**src/rtl/bus_owner_pkg.sv**
```systemverilog
package bus_owner_pkg;
  typedef enum logic [1:0] {
    ST_FREE  = 2'd0,
    ST_IDLE  = 2'd1,
    ST_XFER  = 2'd2,
    ST_DRAIN = 2'd3
  } own_state_e;
endpackage

```
**src/rtl/bus_owner_fsm.sv**
```systemverilog
module bus_owner_fsm
  import bus_owner_pkg::*;
(
  input  logic       clk,
  input  logic       rst_n,
  input  logic       bus_grant,
  input  logic       acc_valid,
  input  logic       acc_done,
  output logic       acc_ready,
  output own_state_e nstate
);
  own_state_e state;

  // Accept only from an owned, idle bus with the grant still present
  assign acc_ready = (state == ST_IDLE) && bus_grant;

  always_comb begin
    nstate = state;
    unique case (state)
      ST_FREE:  if (bus_grant) nstate = ST_IDLE;
      ST_IDLE: begin
        if (!bus_grant)     nstate = ST_FREE;
        else if (acc_valid) nstate = ST_XFER;
      end
      ST_XFER: begin
        if (acc_done)        nstate = bus_grant ? ST_IDLE : ST_FREE;
        else if (!bus_grant) nstate = ST_DRAIN;
      end
      ST_DRAIN: begin
        if (acc_done)       nstate = bus_grant ? ST_IDLE : ST_FREE;
        else if (bus_grant) nstate = ST_XFER;
      end
      default: nstate = ST_FREE;
    endcase
  end

  always_ff @(posedge clk or negedge rst_n) begin
    if (!rst_n) state <= ST_FREE;
    else        state <= nstate;
  end
endmodule

```
**src/rtl/bus_drive_stage.sv**
```systemverilog
module bus_drive_stage
  import bus_owner_pkg::*;
#(
  parameter int N_OE = 3
) (
  input  logic            clk,
  input  logic            rst_n,
  input  own_state_e      nstate,
  input  logic            acc_valid,
  output logic            bus_driven,
  output logic            bus_req,
  output logic [N_OE-1:0] pins_oe
);
  logic owned_n;
  assign owned_n = (nstate != ST_FREE);

  always_ff @(posedge clk or negedge rst_n) begin
    if (!rst_n) begin
      bus_driven <= 1'b0;
      bus_req    <= 1'b0;
    end else begin
      bus_driven <= owned_n;
      bus_req    <= acc_valid && !owned_n;
    end
  end

  // One enable flop per pin group so each group can be placed near its pads
  for (genvar gi = 0; gi < N_OE; gi++) begin : g_oe
    always_ff @(posedge clk or negedge rst_n) begin
      if (!rst_n) pins_oe[gi] <= 1'b0;
      else        pins_oe[gi] <= owned_n;
    end
  end
endmodule

```
**src/rtl/bus_owner_ctl.sv**
```systemverilog
module bus_owner_ctl
  import bus_owner_pkg::*;
#(
  parameter int N_OE = 3
) (
  input  logic            clk,
  input  logic            rst_n,
  input  logic            bus_grant,
  input  logic            acc_valid,
  output logic            acc_ready,
  input  logic            acc_done,
  output logic            bus_req,
  output logic            bus_driven,
  output logic [N_OE-1:0] pins_oe
);
  own_state_e nstate;

  bus_owner_fsm u_fsm (
    .clk       (clk),
    .rst_n     (rst_n),
    .bus_grant (bus_grant),
    .acc_valid (acc_valid),
    .acc_done  (acc_done),
    .acc_ready (acc_ready),
    .nstate    (nstate)
  );

  bus_drive_stage #(.N_OE(N_OE)) u_drv (
    .clk        (clk),
    .rst_n      (rst_n),
    .nstate     (nstate),
    .acc_valid  (acc_valid),
    .bus_driven (bus_driven),
    .bus_req    (bus_req),
    .pins_oe    (pins_oe)
  );
endmodule

```
**config.mk**
```make
export PLATFORM = sky130hd
export DESIGN_NAME = bus_owner_ctl
export DESIGN_NICKNAME = d
export VERILOG_FILES = /design/src/rtl/bus_owner_pkg.sv /design/src/rtl/bus_owner_fsm.sv /design/src/rtl/bus_drive_stage.sv /design/src/rtl/bus_owner_ctl.sv
export SDC_FILE = /design/constraint.sdc
export NUM_CORES = 1
export LEC_CHECK = 0
export ABC_AREA = 1
export BUFFER_PORTS_ARGS = -buffer_cell sky130_fd_sc_hd__buf_2
export CAP_MARGIN = 20
export CORE_AREA = 5 5 42 44
export CTS_CLUSTER_DIAMETER = 150
export DETAILED_ROUTE_END_ITERATION = 6
export DIE_AREA = 0 0 47 49
export PLACE_DENSITY_LB_ADDON = 0.1
export SLEW_MARGIN = 40
export SYNTH_ARGS = -nofsm -noshare
export SYNTH_HDL_FRONTEND = slang
export SYNTH_SLANG_ARGS = --single-unit
```
**constraint.sdc**
```tcl
create_clock -name clk -period 1 [get_ports clk]
set_input_delay 0.1 -clock clk [delete_from_list [all_inputs] [get_ports clk]]
set_output_delay 0.1 -clock clk [all_outputs]
set_load 0.005 [all_outputs]
```
Word level (Yosys, flattened, before mapping)
Index checks and enable logic that the tools add are counted.
- output and inout port bits: 6
- register bits after elaboration: 4
- word-level logic and storage cells: 20
- input port bits: 5
- equality and inequality tests: 3
- reductions and logical operators: 5
- multiplexer cells: 9
- operators with widths (operator ; count):
    2-bit two-way mux ; 7
    2-bit case mux with 4 select lines ; 1
    2-bit equality test (second input constant) ; 2
    2-bit by 1-bit equality test with 1-bit output (second input constant) ; 1
    1-bit logical AND ; 2
    2-bit logical NOT ; 1
    2-bit nonzero test ; 1
    1-bit logical NOT ; 1
    1-bit two-way mux ; 1

Depth between registers and ports, before layout
Gate-level depths: netlist (run 1).
- word-level depth: 6
- mapped depth: 4

Modules after synthesis
Synthesis (run 1) repeated with hierarchy kept, for this count alone.
- cells, all modules: 24
- area total of the unflattened synthesis: 214.0 sq um
- by module, submodules not included (module ; area each (sq um) ; times used ; cells each):
    bus_owner_fsm ; 117.6 ; 1 ; 14
    bus_drive_stage ; 96.3 ; 1 ; 10

Worst setup path before layout (run 1)
OpenSTA, ideal clock, no wires.
- kind: flip-flop to flip-flop
- start point: register u_fsm.state[1]
- end point: register u_fsm.state[0]
- stages on the path, launching flop included: 5
- buffers on the path: 0
- arrival: 0.633 ns
- path slack: 0.245 ns
- clock period less this slack: 0.755 ns
- library setup time: 0.122 ns
- path through: dfrtp_1 inv_1 nand2_1 nand3_1 nand3_2
- word-level cells in the longest chain between the ends: 2
- RTL lines (element ; RTL line ; source):
    start: declaration ; bus_owner_fsm.sv:12 ; own_state_e state;
    start signal: assignment ; bus_owner_fsm.sv:39 ; else state <= nstate;
    2-bit equality test (tied with other cells) ; bus_owner_fsm.sv:19 ; unique case (state)
    2-bit case mux with 4 select lines * ; bus_owner_fsm.sv:19 ;
    via nstate[0] ; bus_owner_ctl.sv:16 ; own_state_e nstate;
The timed path passes the listed nets; every way through them passes the cells marked *.

Worst setup path in the final report (run 1)
- start point: register u_fsm.state[1]
- end point: output port acc_ready
- word-level cells in the longest chain between the ends: 2
- RTL lines (element ; RTL line ; source):
    2-bit by 1-bit equality test with 1-bit output ; bus_owner_fsm.sv:15 ; assign acc_ready = (state == ST_IDLE) && bus_grant;
    1-bit logical AND ; bus_owner_fsm.sv:15 ;
    end: declaration ; bus_owner_ctl.sv:10 ; output logic acc_ready,
Every way passes these cells.

==> results of run 1 <==
[Yosys cell counts]
cell     number  area share
nand2_1       5       0.093
nand3_1       2       0.050
nand3_2       1       0.050
buf_4         3        0.11
o21ai_2       1       0.043
inv_1         4       0.075
nand2_2       1       0.031
dfrtp_1       4        0.50
nor2_2        1       0.031
nor2_1        1       0.019
[final timing paths]
kind / endpoint / cells past startpoint
max: acc_ready / 2
min: u_drv.pins_oe[1] / 2
max reg2reg: u_fsm.state[0] / 6
min reg2reg: u_fsm.state[0] / 3
max in group asynchronous: u_fsm.state[1] / 2
min in group asynchronous: u_fsm.state[0] / 2
[cells by family (layout without fill, tap and decap cells)]
| group | count (synthesis) | in the layout | share of synthesized area |
|---|---|---|---|
| buffers and inverters | 7 | 20 | 0.1863 |
| and+or+nand+nor | 11 | 11 | 0.2733 |
| DFF | 4 | 4 | 0.4969 |
| AOI/OAI and AO/OA | 1 | 1 | 0.04349 |
[metal layers]
metal | wire (µm) | track usage | share of wire | vias up
li1 | - | - | - | 92
met1 | 202 | 0.06195 | 0.46 | 83
met2 | 191 | 0.05430 | 0.44 | 10
met3 | 46 | 0.02214 | 0.10 | 0
met4 | 0 | 0.08295 | 0 | 0
met5 | 0 | 0 | 0 | -
[stage by stage]
step / cells / worst slack (ps) / util
finish: 52 / 6.426 / 0.2161
global route: 52 / -57.90 / 0.2161
CTS: 51 / 3.951 / 0.2063
detailed placement: 46 / 192.2 / 0.1777
global placement: 46 / 189.9 / 0.1777
floorplan: 23 / 244.9 / -
[power by group through the flow]
stage	clock, W	combinational, W	sequential (W)
after global placement	0	0.0000924	0.000205
final	0.000196	0.000117	0.000202
after floorplan	0	0.0000635	0.000201
after global routing	0.000235	0.000133	0.000205
after CTS	0.000212	0.000104	0.000202
after detailed placement	0	0.0000930	0.000202
[flip-flops by register name, indices dropped and copies added, names as in the netlist]
name / cells
u_fsm.state: 2
u_drv.pins_oe: 1
u_drv.bus_req: 1
[cell type report]
type / instances / area, µm²
fill: 159 / 1099
sequential: 4 / 100.1
timing repair buffer: 13 / 78.83
multi-input combinational: 12 / 66.31
clock buffer: 3 / 22.52
tap: 16 / 20.02
inverter: 4 / 15.01
[what timing repair did]
| action | 4_1_cts | 5_1_grt |
|---|---|---|
| hold buffers | 1 | 0 |
| endpoints found under the hold margin | 4 | 0 |
| endpoints found under the setup margin | 1 | 1 |
| setup buffers | 1 | 1 |
| gates resized for setup | 0 | 2 |
| pin swaps | 1 | 2 |
[layout by cell type (no fill, tap or decap), drive strengths merged]
cell	synthesis	layout
buf	3	12
nand2	6	6
inv	4	4
dfrtp	4	4
clkbuf	0	3
nand3	3	3
nor2	2	2
o21ai	1	1
dlygate4sd3	0	1
[worst max-delay path, delay by kind of cell (launching register included)]
| kind | cells | cell delay [ps] |
|---|---|---|
| buffers and inverters | 1 | 120 |
| DFF | 1 | 410 |
| and+or+nand+nor | 1 | 130 |
==> impl_metrics.ini, run 1 <==
[sta]
hold_viol = 0
finalSetupTns_ps = 0
fin_crit_sh = 0.9936
max_freq_ghz = 1.006
period_minus_slack_ps = 993.6
rsz0062_at_grt = true
drv_slew = 0
relSlewSlack = 0.8941
tightest_slew_ps = 158.9
skew_ps = 0.9405
hold_ws_ps = 82.68
setup_viol = 0

[power]
total_power_w = 0.0005151
switching_share = 0.2616
intPower_w = 0.0003803
power.density_mw_per_mm2 = 1701
p_seq_frac = 0.393
combPwrFrac = 0.227
p_leak_nw = 0.1716
ir_drop_uv = 306.5
p_sw_w = 0.0001347
clock_power_share = 0.380

[routing]
firstDrtPassIters = 2
wl_um = 439
drc = 0
drtIter0Drc = 1
num_vias = 185
ant_nets = 0
wl_per_cell_um = 8.442
vias_per_cell = 3.558

[grt]
grt_pass1_wl_um = 786
grt_pass1_vias = 201
antenna_found_initial = 0
grt_overflow = 0
grt_max_degree = 5
track_usage = 0.05363

[floorplanning]
core_area_mm2 = 0.001401
fp.dieW_um = 47
die_h_um = 49
start_util = 0.1437
dieArea_mm2 = 0.002303
ios = 11
std_cell_rows = 14

[clock_network]
insertion_delay_ps = 230
ctsHtreeMaxLevel = 1
cts_root_buf = clkbuf_4
cts_tree = done
clock-sinks = 4
clock_path_buffers = 2
clkTransAtPathRegs_ps = 40
cts-buffers-inserted = 3

[place]
numPortBuffers = 10
globalplace.congestion = 0.6795
place_area_um2 = 249.0
post-dp-hpwl_um = 352

[logic_synthesis]
syn-instance-count = 23
synth_warnings = 0
synth_area_per_cell_um2 = 8.758
ys_ff_latch = 4
netlist_area_um2 = 201.4
yosysSeqAreaShare = 0.4969
yosysUniqueCellTypes = 10
syn_nets = 28

[worst_setup_path]
cp.arrival_ps = 890
max_stage_delay_ps = 410
start_kind = register
cpMaxStageDelayCell = dfrtp_1
crit_path_cell_trace = nor2_2 -> buf_2
crit_required_ps = 900
path_class = register to output pin
worstSetupStartpoint = u_fsm.state[1]
regToRegStartpoint = u_fsm.state[0]
crit_path_end_kind = output pin
worstPathMaxFanout = 4
ff2ff_setup_slack_ps = 50

[hold_path]
worstHoldStart = acc_done
hp-class = primary input to register

[cells_and_area]
final_area_um2 = 302.8
drive_gt1_frac = 0.5556
syn_to_final_growth_pct = 50.31
antenna_cells = 0
nets = 43

[run]
maxCapViolations = 0

[outcome]
outcome = finished clean
(Power assumes the default switching activity.)
==> run 2: changes to the inputs <==
CORE_AREA = 2 2 39 41   (was 5 5 42 44)
DIE_AREA = 0 0 41 43   (was 0 0 47 49)
==> run 2 against run 1 <==
Register-to-register slack gained 80 ps. Sequential share of layout area up 0.70 points. Clock skew grew 4.1 ps. Total power shrank 0.48%. Largest power group unchanged. Non-clock buffer count is the same. First-iteration DRC count up 100%. Maximum frequency rose by 0.64%. Highest routed layer unchanged. Largest cell class unchanged. Count of clock-buffer cells in the layout did not move. Combinational power barely moved. Utilization fell by 0.18 points.
==> impl_metrics.ini, run 2 (same netlist as run 1, synthesis figures left out) <==
[floorplanning]
std_cell_rows = 14
dieArea_mm2 = 0.001763
core_area_mm2 = 0.001384
start_util = 0.1456
ios = 11
fp.dieW_um = 41
die_h_um = 43

[clock_network]
cts_tree = done
clkTransAtPathRegs_ps = 40
cts-buffers-inserted = 3
cts_root_buf = clkbuf_4
ctsHtreeMaxLevel = 1
insertion_delay_ps = 230
cts-resized-gates = 0
clock-sinks = 4
clock_path_buffers = 2

[worst_setup_path]
crit_family = flip-flops
max_stage_delay_ps = 350
path_class = register to output pin
crit_path_end_kind = output pin
cpMaxStageDelayCell = dfrtp_1
start_kind = register
path_buf_inv = 1
crit_path_cell_trace = nand2_1 -> nor2_2 -> buf_2
crit_required_ps = 900
worstPathMaxFanout = 2
cp.arrival_ps = 890

[sta]
period_minus_slack_ps = 987.2
drv_slew = 0
hold_ws_ps = 69.12
hold_viol = 0
finalSetupTns_ps = 0
rsz0062_at_grt = true
max_freq_ghz = 1.013
skew_ps = 5.021
relSlewSlack = 0.8949
setup_viol = 0
tightest_slew_ps = 157.7
fin_crit_sh = 0.9872

[power]
ir_drop_uv = 393.5
p_leak_nw = 0.1688
switching_share = 0.2569
p_sw_w = 0.0001317
combPwrFrac = 0.222
p_seq_frac = 0.395
power.density_mw_per_mm2 = 1729
intPower_w = 0.0003809
clock_power_share = 0.382

[routing]
drtIter0Drc = 2
wl_um = 385
ant_nets = 0
num_vias = 180
wl_per_cell_um = 7.404
vias_per_cell = 3.462
firstDrtPassIters = 2
drc = 0

[hold_path]
hp-class = primary input to register

[grt]
grt_max_degree = 5
track_usage = 0.05936
grt_overflow = 0
grt_pass1_vias = 161
grt_pass1_wl_um = 600
antenna_found_initial = 0

[cells_and_area]
drive_gt1_frac = 0.5278
nets = 43
multi_input_area_um2 = 63.81
mostFrequentLayoutCells = buf_2, nand2_1, inv_1, dfrtp_1, clkbuf_4
n_fill_cell = 161
reg.largest.list = u_fsm.state x2, u_drv.bus_req x1, u_drv.pins_oe x1
regMostFlops = u_fsm.state
antenna_cells = 0
final_area_um2 = 296.5
syn_to_final_growth_pct = 47.20
register_area_um2 = 100.1
largest_reg_flops = 2
layout_commonest_cell = buf_2

[run]
maxCapViolations = 0

[outcome]
outcome = finished clean

[place]
numPortBuffers = 10
globalplace.congestion = 0.7013
place_area_um2 = 249.0
post-dp-hpwl_um = 324.1
-- run 2: cell counts in the layout (fill, tap and decap cells not counted) --
Identical to the previous run, type by type.
-- run 2: timing repair --
action,4_1_cts,5_1_grt
hold endpoints to repair,4,0
buffers inserted,1,1
pin swaps,2,0
setup endpoints to repair,1,1
hold buffers,1,0
-- run 2: stage by stage --
| stage | setup slack (ps) | utilization | std cells | power (W) |
|---|---|---|---|---|
| floorplan | 244.9 | - | 23 | 0.0002647 |
| global placement | 192.0 | 0.1799 | 46 | 0.0002970 |
| detailed placement | 185.6 | 0.1799 | 46 | 0.0002955 |
| CTS | -6.891 | 0.2089 | 51 | 0.0005149 |
| global route | -44.69 | 0.2143 | 52 | 0.0005593 |
| finish | 12.79 | 0.2143 | 52 | 0.0005126 |
-- run 2: routing by layer --
| layer | track usage | routed length, µm |
|---|---|---|
| met4 | 0.1000 | 0 |
| met3 | 0.01571 | 39 |
| met2 | 0.05938 | 176 |
| met1 | 0.07120 | 168 |
| met5 | 0 | 0 |
-- run 2: cell type report --
type,count,area share
Inverter,4,0.05063
Sequential cell,4,0.3376
Tap cell,16,0.06751
Clock buffer,3,0.07595
Multi-Input combinational cell,12,0.2152
Timing Repair Buffer,13,0.2532
-- run 2: power groups by stage --
stage	clock network, W	logic, W	registers, W
6_report	0.000196	0.000114	0.000203
5_1_grt	0.000222	0.000132	0.000205
4_1_cts	0.000209	0.000103	0.000203
3_5_place_dp	0	0.0000915	0.000204
3_3_place_gp	0	0.0000917	0.000205
2_1_floorplan	0	0.0000635	0.000201
-- run 2: path summary, 6_finish.rpt --
check	endpoint	slack, ps	depth (start not counted)	startpoint
max in group asynchronous	u_drv.bus_req	680	2	rst_n
worst min register to register	u_fsm.state[1]	600	2	u_fsm.state[1]
worst min-delay path	u_drv.pins_oe[1]	70	2	acc_done
worst max-delay path	acc_ready	10	3	u_fsm.state[0]
worst max register to register	u_fsm.state[0]	130	5	u_fsm.state[0]
min in group asynchronous	u_fsm.state[0]	200	2	rst_n
